==> src/rtl/ncfb_pkg.sv <==
package ncfb_pkg;

    localparam int unsigned NCFB_ADDR_W     = 32;
    localparam int unsigned NCFB_DATA_W     = 32;
    localparam int unsigned NCFB_LINE_WORDS = 4;
    localparam int unsigned NCFB_XT_W       = 2;

    // Access descriptor carried alongside the address
    typedef struct packed {
        logic                 write;
        logic                 ifetch;
        logic                 inhibit;
        logic [NCFB_XT_W-1:0] xtype;
    } ncfb_kind_t;

    typedef enum logic {
        ST_IDLE = 1'b0,
        ST_FILL = 1'b1
    } ncfb_state_t;

    typedef struct packed {
        logic hit;
        logic bus;
    } ncfb_flags_t;

    function automatic logic nc_read(input ncfb_kind_t k);
        return k.inhibit && !k.write;
    endfunction

    // Only normal-type noncacheable instruction reads may be retained
    function automatic logic keepable(input ncfb_kind_t k);
        return nc_read(k) && k.ifetch && (k.xtype == '0);
    endfunction

endpackage

==> src/rtl/ncfb_lookup.sv <==
module ncfb_lookup
    import ncfb_pkg::*;
#(
    parameter int unsigned ADDR_W = NCFB_ADDR_W,
    parameter int unsigned OFS_W  = 4,
    parameter int unsigned SEL_W  = 2
) (
    input  logic                    req_valid,
    input  logic [ADDR_W-1:0]       req_addr,
    input  ncfb_kind_t              kind,
    input  logic                    keep_en,
    input  logic                    held_valid,
    input  logic [ADDR_W-OFS_W-1:0] held_tag,
    input  logic                    filling,
    output logic [ADDR_W-OFS_W-1:0] req_tag,
    output logic [SEL_W-1:0]        req_sel,
    output ncfb_flags_t             flags,
    output logic                    capture
);

    logic tag_eq;
    logic nc_acc;
    logic is_hit;
    logic unused_byte_bits;

    assign req_tag          = req_addr[ADDR_W-1:OFS_W];
    assign req_sel          = req_addr[OFS_W-1 -: SEL_W];
    assign unused_byte_bits = ^req_addr[OFS_W-SEL_W-1:0];

    always_comb begin
        tag_eq    = (req_tag == held_tag);
        nc_acc    = req_valid && kind.inhibit;
        is_hit    = nc_acc && nc_read(kind) && held_valid && tag_eq;
        flags.hit = is_hit;
        flags.bus = nc_acc && !is_hit;
        capture   = nc_acc && !is_hit && keepable(kind) && keep_en && !filling;
    end

endmodule

==> src/rtl/ncfb_line_store.sv <==
module ncfb_line_store
    import ncfb_pkg::*;
#(
    parameter int unsigned DATA_W = NCFB_DATA_W,
    parameter int unsigned WORDS  = NCFB_LINE_WORDS,
    parameter int unsigned TAG_W  = 28,
    parameter int unsigned SEL_W  = 2
) (
    input  logic              clk,
    input  logic              rst,
    input  logic              capture,
    input  logic [TAG_W-1:0]  cap_tag,
    input  logic              drop,
    input  logic              beat_valid,
    input  logic [DATA_W-1:0] beat_data,
    input  logic [SEL_W-1:0]  rd_sel,
    output logic              held_valid,
    output logic [TAG_W-1:0]  held_tag,
    output logic              filling,
    output logic [DATA_W-1:0] rd_data
);

    ncfb_state_t                  state;
    logic [SEL_W-1:0]             beat_idx;
    logic [WORDS-1:0][DATA_W-1:0] slot_bus;
    logic                         take_beat;
    logic                         last_beat;

    assign take_beat = (state == ST_FILL) && beat_valid && !drop;
    assign last_beat = take_beat && (beat_idx == SEL_W'(WORDS - 1));
    assign filling   = (state == ST_FILL);

    // Line state: drop beats capture, capture beats beat acceptance
    always_ff @(posedge clk) begin
        if (rst) begin
            state      <= ST_IDLE;
            held_valid <= 1'b0;
            held_tag   <= '0;
            beat_idx   <= '0;
        end else if (drop) begin
            state      <= ST_IDLE;
            held_valid <= 1'b0;
            beat_idx   <= '0;
        end else if (capture) begin
            state      <= ST_FILL;
            held_valid <= 1'b0;
            held_tag   <= cap_tag;
            beat_idx   <= '0;
        end else if (take_beat) begin
            beat_idx <= beat_idx + 1'b1;
            if (last_beat) begin
                state      <= ST_IDLE;
                held_valid <= 1'b1;
            end
        end
    end

    // One register per word of the line
    for (genvar w = 0; w < WORDS; w++) begin : g_slot
        logic [DATA_W-1:0] slot_q;
        always_ff @(posedge clk) begin
            if (rst) begin
                slot_q <= '0;
            end else if (take_beat && (beat_idx == SEL_W'(w))) begin
                slot_q <= beat_data;
            end
        end
        assign slot_bus[w] = slot_q;
    end

    assign rd_data = slot_bus[rd_sel];

endmodule

==> src/rtl/ncfb_resp.sv <==
module ncfb_resp
    import ncfb_pkg::*;
#(
    parameter int unsigned DATA_W = NCFB_DATA_W
) (
    input  logic              clk,
    input  logic              rst,
    input  ncfb_flags_t       flags,
    input  logic [DATA_W-1:0] rd_data,
    output logic              hit,
    output logic [DATA_W-1:0] hit_data,
    output logic              bus_req
);

    always_ff @(posedge clk) begin
        if (rst) begin
            hit      <= 1'b0;
            bus_req  <= 1'b0;
            hit_data <= '0;
        end else begin
            hit      <= flags.hit;
            bus_req  <= flags.bus;
            hit_data <= flags.hit ? rd_data : '0;
        end
    end

endmodule

==> src/rtl/nc_ifetch_buffer.sv <==
module nc_ifetch_buffer
    import ncfb_pkg::*;
#(
    parameter int unsigned ADDR_W = NCFB_ADDR_W,
    parameter int unsigned DATA_W = NCFB_DATA_W,
    parameter int unsigned WORDS  = NCFB_LINE_WORDS,
    parameter int unsigned XT_W   = NCFB_XT_W
) (
    input  logic              clk,
    input  logic              rst,
    input  logic              req_valid,
    input  logic [ADDR_W-1:0] req_addr,
    input  logic              req_write,
    input  logic              req_ifetch,
    input  logic              req_inhibit,
    input  logic [XT_W-1:0]   req_xtype,
    input  logic              keep_en,
    input  logic              fill_valid,
    input  logic [DATA_W-1:0] fill_data,
    input  logic              inval_all,
    input  logic              inh_burst,
    input  logic              miss_fill,
    output logic              hit,
    output logic [DATA_W-1:0] hit_data,
    output logic              bus_req
);

    localparam int unsigned SEL_W = (WORDS > 1) ? $clog2(WORDS) : 1;
    localparam int unsigned OFS_W = $clog2(WORDS * (DATA_W / 8));
    localparam int unsigned TAG_W = ADDR_W - OFS_W;

    ncfb_kind_t        kind;
    ncfb_flags_t       flags;
    logic              capture;
    logic              drop;
    logic              held_valid;
    logic              filling;
    logic [TAG_W-1:0]  held_tag;
    logic [TAG_W-1:0]  req_tag;
    logic [SEL_W-1:0]  req_sel;
    logic [DATA_W-1:0] rd_data;

    assign kind.write   = req_write;
    assign kind.ifetch  = req_ifetch;
    assign kind.inhibit = req_inhibit;
    assign kind.xtype   = req_xtype;
    assign drop         = inval_all || inh_burst || miss_fill;

    ncfb_lookup #(
        .ADDR_W(ADDR_W),
        .OFS_W (OFS_W),
        .SEL_W (SEL_W)
    ) u_lookup (
        .req_valid (req_valid),
        .req_addr  (req_addr),
        .kind      (kind),
        .keep_en   (keep_en),
        .held_valid(held_valid),
        .held_tag  (held_tag),
        .filling   (filling),
        .req_tag   (req_tag),
        .req_sel   (req_sel),
        .flags     (flags),
        .capture   (capture)
    );

    ncfb_line_store #(
        .DATA_W(DATA_W),
        .WORDS (WORDS),
        .TAG_W (TAG_W),
        .SEL_W (SEL_W)
    ) u_store (
        .clk       (clk),
        .rst       (rst),
        .capture   (capture),
        .cap_tag   (req_tag),
        .drop      (drop),
        .beat_valid(fill_valid),
        .beat_data (fill_data),
        .rd_sel    (req_sel),
        .held_valid(held_valid),
        .held_tag  (held_tag),
        .filling   (filling),
        .rd_data   (rd_data)
    );

    ncfb_resp #(
        .DATA_W(DATA_W)
    ) u_resp (
        .clk     (clk),
        .rst     (rst),
        .flags   (flags),
        .rd_data (rd_data),
        .hit     (hit),
        .hit_data(hit_data),
        .bus_req (bus_req)
    );

endmodule

==> config.mk <==
export PLATFORM = sky130hd
export DESIGN_NAME = nc_ifetch_buffer
export DESIGN_NICKNAME = d
export VERILOG_FILES = /design/src/rtl/ncfb_pkg.sv /design/src/rtl/ncfb_lookup.sv /design/src/rtl/ncfb_line_store.sv /design/src/rtl/ncfb_resp.sv /design/src/rtl/nc_ifetch_buffer.sv
export SDC_FILE = /design/constraint.sdc
export NUM_CORES = 1
export LEC_CHECK = 0
export BUFFER_PORTS_ARGS = -buffer_cell sky130_fd_sc_hd__buf_4
export CAP_MARGIN = 20
export CORE_ASPECT_RATIO = 1.5
export CORE_MARGIN = 2
export CORE_UTILIZATION = 57
export CTS_CLUSTER_SIZE = 28
export DETAILED_ROUTE_END_ITERATION = 8
export GPL_ROUTABILITY_DRIVEN = 1
export PLACE_DENSITY = 0.8
export SLEW_MARGIN = 20
export SYNTH_ARGS = -nofsm -noshare
export SYNTH_HDL_FRONTEND = slang
export SYNTH_SLANG_ARGS = --single-unit
==> constraint.sdc <==
create_clock -name clk -period 1.9 [get_ports clk]
set_input_delay 0.38 -clock clk [delete_from_list [all_inputs] [get_ports clk]]
set_output_delay 0.38 -clock clk [all_outputs]
set_load 0.03 [all_outputs]
After elaboration in Yosys (flattened, before gate mapping) --
Cells that the tools add are included.
Word-level totals: register bits 194, input bits 77, output and inout bits 34, logic and storage cells 57
Operators by class: add/subtract/negate cells 1, $lt $le $gt $ge 1, equality and inequality tests 4, muxes and demuxes 5, bitwise gates (word level) 2, reductions and logical operators 33
Operators with widths (number):
- $bmux 32 s2 | 1
- $mux 32 | 1
- $eq 28x28->1 | 1
- $logic_and 1x1->1 | 17
- $reduce_and 2->1 | 3
- $eq 2x2->1 const B | 2
- $logic_not 1->1 | 4
- $logic_not 2->1 | 2
- $reduce_bool 2->1 | 2
- $reduce_or 2->1 | 2
- $lt 2x3->1 const B | 1
- $mux 1 | 3
- $reduce_or 3->1 | 1
- $add 2x1->2 const B | 1
- $eq 2x1->1 const B | 1
- $logic_or 1x1->1 | 2
- $not 1->1 | 2

Longest topological paths before layout --
depth after elaboration 12, mapped depth 8, depth with buffers taken out 6

Hierarchy --
Synthesis repeated with hierarchy kept, for this count alone.
Second synthesis, totals: cell total of the unflattened synthesis 900, area, all modules 8324.2 um2
Modules (own cells, without submodules):
- ncfb_line_store | instances 1, cells an instance 749, area an instance 6712.7 um2, sequential area each 3203.1 um2
- ncfb_resp | instances 1, cells an instance 74, area an instance 1003.5 um2, sequential area each 680.7 um2
- ncfb_lookup | instances 1, cells an instance 76, area an instance 601.8 um2, sequential area each 0.0 um2
- nc_ifetch_buffer | instances 1, cells an instance 1, area an instance 6.3 um2, sequential area each 0.0 um2

Worst setup path before layout --
No wires, ideal clock.
path kind input-to-reg, start point input port req_xtype[1], end point register u_store.held_tag[10], library setup time 0.128 ns, data arrival time 1.542 ns, required time 1.772 ns, slack 0.230 ns, stages on the path 8, path buffers 2, path through nor4b_2 and3_1 nand2_1 a31oi_1 buf_6 buf_12 mux2i_1 nor2_1
Between the ends: word-level cells in the longest chain between the ends 6
RTL lines:
- start: declaration | line nc_ifetch_buffer.sv:16 | input logic [XT_W-1:0] req_xtype,
- $logic_not 2->1 | line ncfb_pkg.sv:32 | return nc_read(k) && k.ifetch && (k.xtype == '0);
- $logic_and 1x1->1 | line ncfb_pkg.sv:32
- $logic_and 1x1->1 (3 in series) | line ncfb_lookup.sv:36 | capture = nc_acc && !is_hit && keepable(kind) && keep_en && !filling;
- $reduce_and 2->1 (no source line)
- end signal: assignment | line ncfb_line_store.sv:47 | held_tag <= cap_tag;
- end: declaration | line ncfb_line_store.sv:18 | output logic [TAG_W-1:0] held_tag,
Every way passes these cells. A chain may end at the register's enable or synchronous reset.

Worst setup path in the final report --
start point register u_store.held_tag[10], end point register u_resp.hit_data[20]
Between the ends: word-level cells in the longest chain between the ends 4
RTL lines:
- $eq 28x28->1 | line ncfb_lookup.sv:31 | tag_eq = (req_tag == held_tag);
- $logic_and 1x1->1 | line ncfb_lookup.sv:33 | is_hit = nc_acc && nc_read(kind) && held_valid && tag_eq;
- $not 1->1 (no source line)
- $reduce_or 2->1 (no source line)
- end signal: assignment | line ncfb_resp.sv:23 | hit_data <= flags.hit ? rd_data : '0;
- end: declaration | line ncfb_resp.sv:11 | output logic [DATA_W-1:0] hit_data,
Every way passes these cells.

==> out/qor.txt <==
Global route total overflow -> 0
Largest net degree at the start of global routing -> 118
Global Route Usage Sum -> 25.5%
Clock network power share -> 44.4%
Met2 usage -> 45.4%
WL final -> 18100 µm
RSZ-0062 raised after global routing -> no
Comb power frac -> 4.4%
CTS tree -> built
Post-synthesis sequential area ratio -> 50.6%
Critical-path cell list -> xnor2_1 -> nand4_1 -> nor4_4 -> and4_4 -> nand2b_4 -> buf_4 -> nor2b_1
Initial DRC count -> 511
DIE AREA -> 14400 µm²
Reg2reg path depth -> 7
Final core occ -> 71.6%
Row count -> 51
Ant diodes -> 0
Die width -> 98.7 µm
Hold Path Sink -> u_resp.bus_req
FF-to-FF Start -> u_store.held_tag[10]
First-pass GRT wire length -> 29500 µm
First drt pass iteration count -> 5
Final nets -> 1015
Commonest non-fill, non-tap cell in the layout -> nand2_1
CTS Buf Count -> 17
Global routing usage on met1 -> 29.0%
Register clock-pin slew on the reported worst setup and hold paths -> 0.07 ns
Cell internal pwr -> 6.12 mW
Num Clock Sinks -> 194
Commonest cells after routing, fill and taps aside -> nand2_1, dfxtp_1, a21oi_1
Hold depth -> 3
Clock Skew -> 0.0130 ns
DRT antenna net count -> 0
Final count of hold timing violations -> 0
CP startpoint kind -> flop
CP endpoint kind -> flop
Fillers -> 940
DRC violations left -> 0
Clock Path Buffers -> 2
Die Y -> 146 µm
Clock root buffer -> clkbuf_16
Layout cells sized above 1 -> 22.6%
Largest cells by area after synthesis -> dfxtp_1, nand2_1, mux4_2
Sequential cell area -> 3890 µm²
Reg2Reg Capture Point -> u_resp.hit_data[20]
Arrival time worst endpoint -> 2.21 ns
Setup bufs post-CTS -> 0
Critical path required time -> 2.26 ns
Core ar. -> 13100 µm²
Worst Tran Pin Value -> 0.531 ns
H-tree Lvls -> 4
Synth cell types -> 29
NetSw -> 1.82 mW
Leakage -> 3.30 nW
Synth top area share -> 50.6%
Min cycle time layout -> 1.85 ns
Starting Density -> 58.7%
Synth area leader -> dfxtp_1
Post-Syn Area -> 7670 µm²
Total number of vias -> 6199
Syn Inst Count -> 836
Met3 Track Usage GR -> 6.37%
Rel. slew slack -> 64.6%
Via density -> 5.60
Vias in the first global route -> 6145
Final period util -> 97.1%
Pins Over Slew Limit -> 0
Status -> completed
Syn avg cell area -> 9.18 µm²
Setup CP Type -> reg2reg
Cell Pwr Density -> 848 nW/µm²
Max IR drop VDD -> 0.610 mV
Routed WL per cell -> 16.4 µm
Area grow syn2layout -> 22.0%
Synth Net Count -> 917
Min-Delay Startpoint -> req_inhibit
Critical Path Slowest Stage Cell -> nor4_4
Register share of total power -> 51.2%
Post-route cell area -> 9370 µm²
DP Area -> 8720 µm²
Worst-Skew Late Latency -> 0.44 ns
Max Clk Rate -> 542 MHz
RD Place Congestion -> 0.792
Yosys warns -> 0
DP Wirelength -> 11100 µm
Worst hold slack -> 0.188 ns
MaxCap Viol Count -> 0
Final setup TNS -> 0 ns
Post-synthesis register bit count -> 194
# IOs -> 111
GR peak layer -> met2
Crit-path max FO -> 5
Final Setup Violations -> 0
CTS Hold Buffers Added -> 0
Worst hold path class -> in2reg
Initial antenna violation count -> 0
Net Sw Frac -> 22.9%
Port Buffer Count -> 108
Worst path max stage delay -> 0.37 ns
R2R Setup Slk -> 0.05 ns
Multi-input logic area -> 3520 µm²
-- cells in the mapped netlist, drive strengths merged --
library cell,instances
nand2,263
dfxtp,194
a21oi,128
nor2,35
clkbuf,34
nor2b,33
mux4,32
mux2i,29
xnor2,29
buf,26
nand4,7
and2,4
ha,4
inv,4
and3,2
nor3,2
nor4,2
a2bb2oi,1
a31oi,1
and3b,1
and4,1
nand2b,1
nand3,1
nor4b,1
o21ai,1
-- critical path: cells and delay by family, from the launching register on --
family                 cells  cell delay (ns)
buffers and inverters      1             0.19
XOR/XNOR                   1             0.12
flip-flops                 1             0.35
AND/OR/NAND/NOR            5             1.12
-- power groups by stage --
stage | clock [mW] | sequential, mW | combinational (mW)
after floorplan | 0 | 4.16 | 0.139
after detailed placement | 0 | 4.16 | 0.345
after global placement | 0 | 4.16 | 0.345
after CTS | 3.57 | 4.06 | 0.347
after global routing | 3.71 | 4.06 | 0.379
final | 3.52 | 4.06 | 0.352
-- layer usage --
layer  wire (µm)  vias up
met1        6690     2931
met5           0        -
met2        9790      257
met4         403        0
met3        1250       49
li1            -     2962
-- state kept, by name, summed over array words and instances (netlist names) --
| register | cells |
|---|---|
| u_store.g_slot.slot_q | 128 |
| u_store.filling | 1 |
| u_resp.hit | 1 |
| u_resp.hit_data | 32 |
| u_resp.bus_req | 1 |
| u_store.held_tag | 28 |
| u_store.beat_idx | 2 |
| u_store.held_valid | 1 |
-- stage by stage --
step	cells	total power, mW	setup WS [ns]
after detailed placement	1073	4.50	-0.282
after CTS	1105	7.98	0.000633
after floorplan	836	4.30	0.230
after global routing	1106	8.15	0.00641
final	1106	7.94	0.0548
after global placement	1073	4.50	-0.183
-- how the worst max path moves through the flow --
| stage | slack [ns] | cells past startpoint | endpoint | start |
|---|---|---|---|---|
| after floorplan | 0.23 | 8 | u_store.held_tag[10] | req_xtype[1] |
| after global placement | -0.18 | 8 | u_resp.hit_data[12] | req_addr[5] |
| after detailed placement | -0.28 | 8 | u_resp.hit_data[1] | req_addr[5] |
| after CTS | 0.0006 | 7 | u_resp.hit_data[1] | u_store.held_tag[22] |
| after global routing | 0.006 | 7 | u_resp.hit_data[12] | u_store.held_tag[10] |
| final | 0.05 | 7 | u_resp.hit_data[20] | u_store.held_tag[10] |
-- timing repair --
item | in CTS | in global routing
setup endpoints to repair | 61 | 59
pin swaps | 1 | 6
gates cloned | 0 | 1
resized for setup | 2 | 9
-- cell type report --
class	count	area share, %
Sequential cell	194	41.5
Clock inverter	14	1.59
Inverter	4	0.160
Clock buffer	18	4.69
Timing Repair Buffer	138	12.3
Tap cell	159	2.12
Multi-Input combinational cell	579	37.6
-- logic make-up (layout without fill, tap and decap cells) --
kind of cell             after synthesis  after routing  share of synthesized area (%)
AO/OA/AOI/OAI                        131            131                           8.61
AND/OR/NAND/NOR                      353            354                           19.4
multiplexers                          61             61                           13.2
XOR/XNOR                              29             29                           3.31
buffers and inverters                 64            174                           4.27
adder cells (fa/ha/maj)                4              4                          0.652
flip-flops                           194            194                           50.6
No activity file was read; power rests on OpenSTA's default activity.
